===== config.mk =====
export PLATFORM = sky130hd
export DESIGN_NAME = nor_erase_seq
export DESIGN_NICKNAME = d
export VERILOG_FILES = /design/src/rtl/nor_erase_pkg.sv /design/src/rtl/nor_poll_tick.sv /design/src/rtl/nor_bus_cycle.sv /design/src/rtl/nor_erase_seq.sv
export SDC_FILE = /design/constraint.sdc
export NUM_CORES = 1
export LEC_CHECK = 0
export BUFFER_PORTS_ARGS = -buffer_cell sky130_fd_sc_hd__buf_2
export CORE_MARGIN = 5
export CORE_UTILIZATION = 55
export CTS_BUF_LIST = sky130_fd_sc_hd__clkbuf_8
export CTS_CLUSTER_SIZE = 25
export DETAILED_ROUTE_END_ITERATION = 12
export HOLD_SLACK_MARGIN = 0.03
export PLACE_DENSITY = 0.77
export SETUP_SLACK_MARGIN = 0.05
export SYNTH_ARGS = -nofsm -noshare
export SYNTH_HDL_FRONTEND = slang
export SYNTH_HIERARCHICAL = 1
export SYNTH_SLANG_ARGS = --single-unit

===== constraint.sdc =====
create_clock -name clk -period 2.8 [get_ports clk]
set_clock_uncertainty 0.2 [all_clocks]
set_input_delay 0.56 -clock clk [delete_from_list [all_inputs] [get_ports clk]]
set_output_delay 0.56 -clock clk [all_outputs]
set_load 0.01 [all_outputs]

===== src/rtl/nor_erase_pkg.sv =====
package nor_erase_pkg;

    localparam int          BYTE_W    = 8;
    localparam int          OFS_W     = 12;
    localparam int          CMD_STEPS = 6;
    localparam logic [7:0]  ERASED    = 8'hFF;
    localparam logic [11:0] OFS_HI    = 12'hAAA;
    localparam logic [11:0] OFS_LO    = 12'h555;

    typedef enum logic [2:0] {
        SQ_IDLE,
        SQ_CMD,
        SQ_CMD_WAIT,
        SQ_POLL_WAIT,
        SQ_POLL_RD,
        SQ_POLL_RD_WAIT,
        SQ_FINISH
    } seq_state_t;

    typedef enum logic [1:0] {
        CY_IDLE,
        CY_SETUP,
        CY_STROBE,
        CY_HOLD
    } cyc_phase_t;

    typedef struct packed {
        logic [OFS_W-1:0]  offset;
        logic [BYTE_W-1:0] data;
        logic              to_sector;
    } cmd_word_t;

    function automatic cmd_word_t cmd_word(input logic [2:0] step, input logic whole);
        cmd_word_t w;
        case (step)
            3'd0:    w = '{offset: OFS_HI, data: 8'hAA, to_sector: 1'b0};
            3'd1:    w = '{offset: OFS_LO, data: 8'h55, to_sector: 1'b0};
            3'd2:    w = '{offset: OFS_HI, data: 8'h80, to_sector: 1'b0};
            3'd3:    w = '{offset: OFS_HI, data: 8'hAA, to_sector: 1'b0};
            3'd4:    w = '{offset: OFS_LO, data: 8'h55, to_sector: 1'b0};
            default: w = whole ? '{offset: OFS_HI, data: 8'h10, to_sector: 1'b0}
                               : '{offset: '0,     data: 8'h30, to_sector: 1'b1};
        endcase
        return w;
    endfunction

endpackage


===== src/rtl/nor_poll_tick.sv =====
module nor_poll_tick #(
    parameter int TICK_CLKS = 25_000_000
) (
    input  logic clk,
    input  logic rst,
    input  logic run,
    output logic tick
);
    localparam int TICK_W = $clog2(TICK_CLKS + 1);

    logic [TICK_W-1:0] cnt_q;

    assign tick = run && (cnt_q == TICK_W'(TICK_CLKS - 1));

    always_ff @(posedge clk) begin
        if (rst || !run || tick) cnt_q <= '0;
        else                     cnt_q <= cnt_q + 1'b1;
    end

endmodule


===== src/rtl/nor_bus_cycle.sv =====
module nor_bus_cycle
    import nor_erase_pkg::*;
#(
    parameter int ADDR_W      = 23,
    parameter int STROBE_CLKS = 2
) (
    input  logic              clk,
    input  logic              rst,
    input  logic              start,
    input  logic              wr,
    input  logic [ADDR_W-1:0] addr,
    input  logic [BYTE_W-1:0] wdata,
    output logic [BYTE_W-1:0] rdata,
    output logic              finish,
    output logic [ADDR_W-1:0] bus_addr,
    output logic [BYTE_W-1:0] bus_dout,
    output logic              bus_dout_en,
    input  logic [BYTE_W-1:0] bus_din,
    output logic              bus_ce_n,
    output logic              bus_we_n,
    output logic              bus_oe_n
);
    localparam int CNT_W = $clog2(STROBE_CLKS + 1);

    cyc_phase_t        phase_q;
    logic [CNT_W-1:0]  cnt_q;
    logic              wr_q;
    logic [ADDR_W-1:0] addr_q;
    logic [BYTE_W-1:0] data_q;
    logic [BYTE_W-1:0] rd_q;
    logic              last_strobe;

    assign last_strobe = (phase_q == CY_STROBE) && (cnt_q == CNT_W'(STROBE_CLKS - 1));

    always_ff @(posedge clk) begin
        if (rst) begin
            phase_q <= CY_IDLE;
            cnt_q   <= '0;
            wr_q    <= 1'b0;
            addr_q  <= '0;
            data_q  <= '0;
            rd_q    <= '0;
        end else begin
            case (phase_q)
                CY_IDLE: if (start) begin
                    phase_q <= CY_SETUP;
                    wr_q    <= wr;
                    addr_q  <= addr;
                    data_q  <= wdata;
                end
                CY_SETUP: begin
                    phase_q <= CY_STROBE;
                    cnt_q   <= '0;
                end
                CY_STROBE: begin
                    if (last_strobe) begin
                        phase_q <= CY_HOLD;
                        if (!wr_q) rd_q <= bus_din;
                    end else begin
                        cnt_q <= cnt_q + 1'b1;
                    end
                end
                default: phase_q <= CY_IDLE;
            endcase
        end
    end

    assign finish      = (phase_q == CY_HOLD);
    assign rdata       = rd_q;
    assign bus_addr    = addr_q;
    assign bus_dout    = data_q;
    assign bus_dout_en = wr_q && (phase_q != CY_IDLE);
    assign bus_ce_n    = (phase_q != CY_STROBE);
    assign bus_we_n    = !((phase_q == CY_STROBE) && wr_q);
    assign bus_oe_n    = !((phase_q == CY_STROBE) && !wr_q);

    AST_STROBE_LEN: assert property (@(posedge clk) disable iff (rst)
        (phase_q == CY_STROBE && !last_strobe) |=> (phase_q == CY_STROBE));

endmodule


===== src/rtl/nor_erase_seq.sv =====
module nor_erase_seq
    import nor_erase_pkg::*;
#(
    parameter int SECTOR_W     = 7,
    parameter int SPAN_W       = 16,
    parameter int STROBE_CLKS  = 2,
    parameter int TICK_CLKS    = 25_000_000,
    parameter int SECTOR_POLLS = 40,
    parameter int CHIP_POLLS   = 20000
) (
    input  logic                       clk,
    input  logic                       rst,
    input  logic                       req_valid,
    input  logic                       req_whole,
    input  logic [SECTOR_W-1:0]        req_sector,
    output logic                       busy,
    output logic                       done,
    output logic                       pass,
    output logic [SECTOR_W+SPAN_W-1:0] fl_addr,
    output logic [7:0]                 fl_dout,
    output logic                       fl_dout_en,
    input  logic [7:0]                 fl_din,
    output logic                       fl_ce_n,
    output logic                       fl_we_n,
    output logic                       fl_oe_n
);
    localparam int ADDR_W    = SECTOR_W + SPAN_W;
    localparam int MAX_POLLS = (CHIP_POLLS > SECTOR_POLLS) ? CHIP_POLLS : SECTOR_POLLS;
    localparam int TRY_W     = $clog2(MAX_POLLS + 1);

    seq_state_t          state_q;
    logic                whole_q;
    logic [SECTOR_W-1:0] sector_q;
    logic [2:0]          step_q;
    logic [TRY_W-1:0]    tries_q;
    logic                pass_q;

    cmd_word_t           cmd;
    logic [ADDR_W-1:0]   target;
    logic [ADDR_W-1:0]   cyc_addr;
    logic                cyc_start;
    logic                cyc_wr;
    logic                cyc_finish;
    logic [BYTE_W-1:0]   cyc_rdata;
    logic                tick;

    assign cmd       = cmd_word(step_q, whole_q);
    assign target    = {sector_q & {SECTOR_W{~whole_q}}, {SPAN_W{1'b0}}};
    assign cyc_start = (state_q == SQ_CMD) || (state_q == SQ_POLL_RD);
    assign cyc_wr    = (state_q == SQ_CMD);
    assign cyc_addr  = (state_q == SQ_POLL_RD || cmd.to_sector) ? target
                     : {{(ADDR_W-OFS_W){1'b0}}, cmd.offset};

    nor_poll_tick #(.TICK_CLKS(TICK_CLKS)) u_tick (
        .clk (clk),
        .rst (rst),
        .run (state_q == SQ_POLL_WAIT),
        .tick(tick)
    );

    nor_bus_cycle #(.ADDR_W(ADDR_W), .STROBE_CLKS(STROBE_CLKS)) u_cycle (
        .clk        (clk),
        .rst        (rst),
        .start      (cyc_start),
        .wr         (cyc_wr),
        .addr       (cyc_addr),
        .wdata      (cmd.data),
        .rdata      (cyc_rdata),
        .finish     (cyc_finish),
        .bus_addr   (fl_addr),
        .bus_dout   (fl_dout),
        .bus_dout_en(fl_dout_en),
        .bus_din    (fl_din),
        .bus_ce_n   (fl_ce_n),
        .bus_we_n   (fl_we_n),
        .bus_oe_n   (fl_oe_n)
    );

    always_ff @(posedge clk) begin
        if (rst) begin
            state_q  <= SQ_IDLE;
            whole_q  <= 1'b0;
            sector_q <= '0;
            step_q   <= '0;
            tries_q  <= '0;
            pass_q   <= 1'b0;
        end else begin
            case (state_q)
                SQ_IDLE: if (req_valid) begin
                    whole_q  <= req_whole;
                    sector_q <= req_sector;
                    step_q   <= '0;
                    tries_q  <= req_whole ? TRY_W'(CHIP_POLLS) : TRY_W'(SECTOR_POLLS);
                    pass_q   <= 1'b0;
                    state_q  <= SQ_CMD;
                end
                SQ_CMD: state_q <= SQ_CMD_WAIT;
                SQ_CMD_WAIT: if (cyc_finish) begin
                    if (step_q == 3'(CMD_STEPS - 1)) begin
                        state_q <= SQ_POLL_WAIT;
                    end else begin
                        step_q  <= step_q + 1'b1;
                        state_q <= SQ_CMD;
                    end
                end
                SQ_POLL_WAIT: if (tick) state_q <= SQ_POLL_RD;
                SQ_POLL_RD:   state_q <= SQ_POLL_RD_WAIT;
                SQ_POLL_RD_WAIT: if (cyc_finish) begin
                    if (cyc_rdata == ERASED) begin
                        pass_q  <= 1'b1;
                        state_q <= SQ_FINISH;
                    end else if (tries_q == TRY_W'(1)) begin
                        pass_q  <= 1'b0;
                        state_q <= SQ_FINISH;
                    end else begin
                        tries_q <= tries_q - 1'b1;
                        state_q <= SQ_POLL_WAIT;
                    end
                end
                default: state_q <= SQ_IDLE;
            endcase
        end
    end

    assign busy = (state_q != SQ_IDLE);
    assign done = (state_q == SQ_FINISH);
    assign pass = pass_q;

    AST_DONE_PULSE: assert property (@(posedge clk) disable iff (rst)
        done |=> !done);
    AST_BUSY_HELD: assert property (@(posedge clk) disable iff (rst)
        (busy && !done) |=> busy);
    AST_REQ_DROPPED: assert property (@(posedge clk) disable iff (rst)
        (busy && req_valid) |=> ($stable(whole_q) && $stable(sector_q)));
    AST_WR_SETUP: assert property (@(posedge clk) disable iff (rst)
        $fell(fl_we_n) |-> ($stable(fl_addr) && $stable(fl_dout)));
    AST_WR_HOLD: assert property (@(posedge clk) disable iff (rst)
        $rose(fl_we_n) |-> ($stable(fl_addr) && fl_dout_en));
    AST_NO_BUS_FIGHT: assert property (@(posedge clk) disable iff (rst)
        !fl_oe_n |-> (!fl_dout_en && fl_we_n));
    AST_READ_TARGET: assert property (@(posedge clk) disable iff (rst)
        !fl_oe_n |-> (fl_addr == target));

endmodule


# Word-level counts from Yosys, hierarchy flattened
# Index checks and enable logic that the tools add are counted.
# op_classes
add_sub_neg,4
n_eq_ne,30
muxes,31
n_bitwise,3
reduce_logical,32
# ops
cell,n
two-way mux 15 bit,5
one-hot mux 21 bit (3 select lines),1
one-hot mux 15 bit (2 select lines),1
two-way mux 3 bit,9
adder 25 x 1 -> 25 bit (second input constant),1
equality test 25 bit (second input constant),1
two-way mux 23 bit,1
two-way mux 21 bit,1
inequality test 2 bit (second input constant),10
one-hot mux 3 bit (6 select lines),1
equality test 15 x 1 -> 1 bit (second input constant),1
equality test 3 bit (second input constant),5
subtractor 15 x 1 -> 15 bit (second input constant),1
equality test 3 x 2 -> 1 bit (second input constant),4
AND reduction 4 bit,3
equality test 8 bit (second input constant),1
two-way mux 2 bit,4
AND reduction 2 bit,4
nonzero test 2 bit,4
AND 7 bit,1
equality test 3 x 1 -> 1 bit (second input constant),2
logical NOT 3 bit,2
one-hot mux 2 bit (3 select lines),1
one-hot mux 3 bit (2 select lines),1
other kinds (18),35
# word_totals
regBits,99
inputBits,19
out_inout_bits,38
wordCells,113

# Longest topological paths before layout
# depth
ltp_word,5
depth_mapped,9
mapped_depth_nobuf,8

# Modules after synthesis
# The synthesis kept the hierarchy.
# modules_own_cells
mod,n_inst,cells_each,area_per_inst_um2
nor_erase_seq,1,237,1781.7
nor_bus_cycle,1,217,1725.4
nor_poll_tick,1,133,1168.6

# Worst setup path before layout
# OpenSTA, ideal clock, no wires.
# synth_timing
path_kind,flip-flop to flip-flop
startpoint,reg tries_q[6]
endpoint,reg tries_q[13]
arrival_time_ns,2.060
t_required_ns,2.530
setup_slack_ns,0.469
path_stages_with_launch,7
n_path_buf,1
cell_sequence,dfxtp_1 -> buf_6 -> or4_4 -> or3_4 -> or3_1 -> or3_1 -> a21oi_1
# synth_via
elab_chain_cells,5
elab_cells_between_ends,8
# synth_rtl
item,line,source
start: declaration,nor_erase_seq.sv:35,logic [TRY_W-1:0] tries_q;
start signal: assignment,nor_erase_seq.sv:93,tries_q <= req_whole ? TRY_W'(CHIP_POLLS) : TRY_W'(SECTOR_POLLS);
start signal: assignment,nor_erase_seq.sv:116,tries_q <= tries_q - 1'b1;
subtractor 15 x 1 -> 15 bit,nor_erase_seq.sv:116,
two-way mux 15 bit,nor_erase_seq.sv:112,end else if (tries_q == TRY_W'(1)) begin
two-way mux 15 bit,nor_erase_seq.sv:109,if (cyc_rdata == ERASED) begin
two-way mux 15 bit,nor_erase_seq.sv:108,SQ_POLL_RD_WAIT: if (cyc_finish) begin
one-hot mux 15 bit (2 select lines),nor_erase_seq.sv:88,case (state_q)
# Parallel ways exist; a longest one is shown, timed or not. The select of a mux whose other input is x is not followed.
# A chain may end at the register's enable or synchronous reset.

# Worst setup path in the final report
# Same ends and word-level chain as after synthesis.

==> flow_metrics.py <==
metrics = {
    "critical_path": {
        "crit_chain": "or4_4, or3_4, or3_1, or3_1, a21oi_1",
        "crit_slowest_cell": "or4_4",
        "arrival_ns": 2.49,
        "cp_common_cell": "or3_1",
        "cp_max_fo": 9,
        "crit-reg2reg-launch": "tries_q[6]$_SDFFE_PP0P_",
        "end_kind": "register",
        "critPathLaunchType": "register",
        "crit_start": "tries_q[6]$_SDFFE_PP0P_",
        "path_class": "reg -> reg",
        "cp_slowest_stage_delay_ns": 0.58,
        "cp.required_ns": 2.89,
    },
    "timing": {
        "min_period_ns": 2.40,
        "hold_violations": 0,
        "worst_pin_slew_ns": 0.527,
        "drv_slew": 0,
        "setup-tns-final_ns": 0,
        "post-route-period-util": 0.857,
        "setup_viol": 0,
        "rsz0062_at_grt": "no",
        "slew_headroom": 0.649,
        "max_freq_mhz": 417,
        "layout_setup_ws_ns": 0.399,
    },
    "finish": {
        "area_growth_pct": 12.3,
        "final_layout_size_suffix_gt1_frac": 0.154,
        "nets": 675,
        "multi_input_area_sq_mm": 0.00249,
        "fillerInstances": 733,
        "antenna_cells": 0,
        "seqCellArea_sq_mm": 0.00198,
    },
    "yosys": {
        "async_reset_ff_frac": 0,
        "yosysTopAreaCellShare": 0.424,
        "synth-main-ff-cell": "dfxtp_1",
        "netlist_instances": 587,
        "ys_seq_area_frac": 0.424,
        "yosys-top-cells-area": "dfxtp_1 (42%), nand2_1 (9.7%), a21oi_1 (8.6%), ha_1 (4.3%), nor2_1 (3.7%)",
        "synth_edf_count": 0,
        "synth.distinct_cells": 57,
        "synth_common_cells": "nand2_1 (121), dfxtp_1 (99), a21oi_1 (80)",
        "yosysWarnings": 6,
        "syn_area_sq_mm": 0.00468,
        "ys_ff_latch": 99,
        "syn_avg_cell_area_sq_um": 7.97,
        "synth_top_area_cell": "dfxtp_1",
        "synth.most_common_cell": "nand2_1",
    },
    "routing": {
        "drt-vias-per-instance": 5.58,
        "wl_per_cell_microns": 13.6,
        "drtIter0Drc": 187,
        "wirelength_microns": 10100,
        "final_antenna_net_count": 0,
        "num_vias": 4176,
        "post-route-drc-count": 0,
        "first_pass_iters": 4,
    },
    "clock_network": {
        "postCtsHoldBufs": 0,
        "cts_sinks": 99,
        "tritoncts": "done",
        "htree_levels": 3,
        "clk_path_buf_depth": 2,
        "clockRootBuffer": "clkbuf_8",
        "post_cts_buffers": 0,
        "path_clk_slew_ns": 0.10,
        "cts_resized": 0,
        "cts_buffers": 9,
        "insertion_delay_ns": 0.35,
    },
    "grt": {
        "grt_pass1_wl_microns": 17200,
        "antenna_found_initial": 0,
        "grt_max_degree": 41,
        "grt_pass1_vias": 3837,
        "grt_usage": 0.199,
        "grt-ovfl-total": 0,
    },
    "place": {
        "gp_congestion": 0.856,
        "hpwl_microns": 7180,
        "dp_slack_ns": 0.411,
        "io_buffers": 56,
    },
    "hold_path": {
        "hold_class": "in -> reg",
        "min_from": "fl_din[4]",
    },
    "floorplan": {
        "die_x_microns": 102,
        "placementRows": 33,
        "coreArea_sq_mm": 0.00826,
        "io_pins": 57,
        "die_y_microns": 102,
        "start_util": 0.566,
        "dieArea_sq_mm": 0.0104,
    },
    "flow_run": {
        "maxCapViolations": 0,
    },
    "outcome": {
        "status": "completed",
    },
    "pwr": {
        "leakage_nw": 1.94,
        "powerDensity_mw_per_mm2": 613,
        "ir_drop_v": 0.000377,
        "p_total_mw": 3.22,
    },
}
[through the flow]
stage / cells / area (sq um) / hold WS, ns / utilization
CTS: 749 / 5250 / 0.217 / 0.636
global route: 749 / 5250 / 0.218 / 0.636
global placement: 734 / 5050 / 0.240 / 0.612
detailed placement: 734 / 5050 / 0.244 / 0.612
finish: 749 / 5250 / 0.232 / 0.636
floorplan: 590 / 4690 / 0.232 / -
[area by class of cell]
| cell class | count | area share |
|---|---|---|
| repair buffers | 69 | 0.0720 |
| well taps | 105 | 0.0250 |
| clock inverters | 5 | 0.0117 |
| multi-input cells | 442 | 0.474 |
| clock buffers | 10 | 0.0262 |
| inverters | 19 | 0.0136 |
| flip-flops and latches | 99 | 0.378 |
[sequential cells by signal (all words and copies together), names as in the netlist, 2 cells and up]
register          flops
u_tick/cnt_q         25
u_cycle/bus_addr     23
tries_q              15
u_cycle/bus_dout      8
u_cycle/rdata         8
sector_q              7
state_q               3
step_q                3
u_cycle/cnt_q         2
u_cycle/phase_q       2
[critical path, delay by kind of cell (launching register included)]
kind / cells / cell delay [ns]
AND/OR/NAND/NOR: 4 / 1.62
AO/OA/AOI/OAI: 1 / 0.14
flip-flops: 1 / 0.38
[report_power, final]
part | leakage, nW | total, mW | switching (mW) | internal (mW)
combinational | 1.04 | 0.704 | 0.430 | 0.274
sequential | 0.803 | 1.59 | 0.0890 | 1.50
clock | 0.0910 | 0.924 | 0.488 | 0.436
total | 1.94 | 3.22 | 1.01 | 2.21
[layout by cell type (no fill, tap or decap), types with 5 or more instances in the layout]
cell,instances
nand2_1,121
dfxtp_1,99
a21oi_1,80
buf_2,56
nor2_1,46
o21ai_0,22
inv_1,18
ha_1,16
buf_4,13
xnor2_1,12
or3_1,12
nor3_1,10
clkbuf_8,10
and2_1,9
nor2b_1,9
nand3_1,9
nor4_1,9
or4_1,9
o31ai_1,8
nand4_1,7
mux2i_1,5
xor2_1,5
[path summary, 6_finish.rpt]
| check | to | slack (ns) | depth (start not counted) |
|---|---|---|---|
| max | tries_q[13]$_SDFFE_PP0P_ | 0.40 | 5 |
| min | u_cycle/rdata[4]$_SDFFE_PP0P_ | 0.23 | 3 |
| max reg2reg | tries_q[13]$_SDFFE_PP0P_ | 0.40 | 5 |
| min reg2reg | u_cycle/bus_addr[5]$_SDFFE_PP0P_ | 0.26 | 2 |
[per-layer routing]
layer  part of all wire  vias up  track usage  wire length (microns)
li1                   -     2125            -                      -
met1               0.45     1951        0.258                   4540
met2               0.48       92        0.335                   4910
met3              0.060        8       0.0423                    605
met4             0.0084        0       0.0565                     85
met5                  0        -            0                      0
[cell families after synthesis]
logic type      count (synthesis)  share of synthesized area
flops                          99                      0.424
other cells                     1                   0.000802
buf+inv                        49                     0.0463
xor+xnor                       17                     0.0318
mux                             6                     0.0131
fa+ha+maj                      16                     0.0428
simple gates                  266                      0.280
compound gates                133                      0.162
No activity file was read; power rests on OpenSTA's default activity.
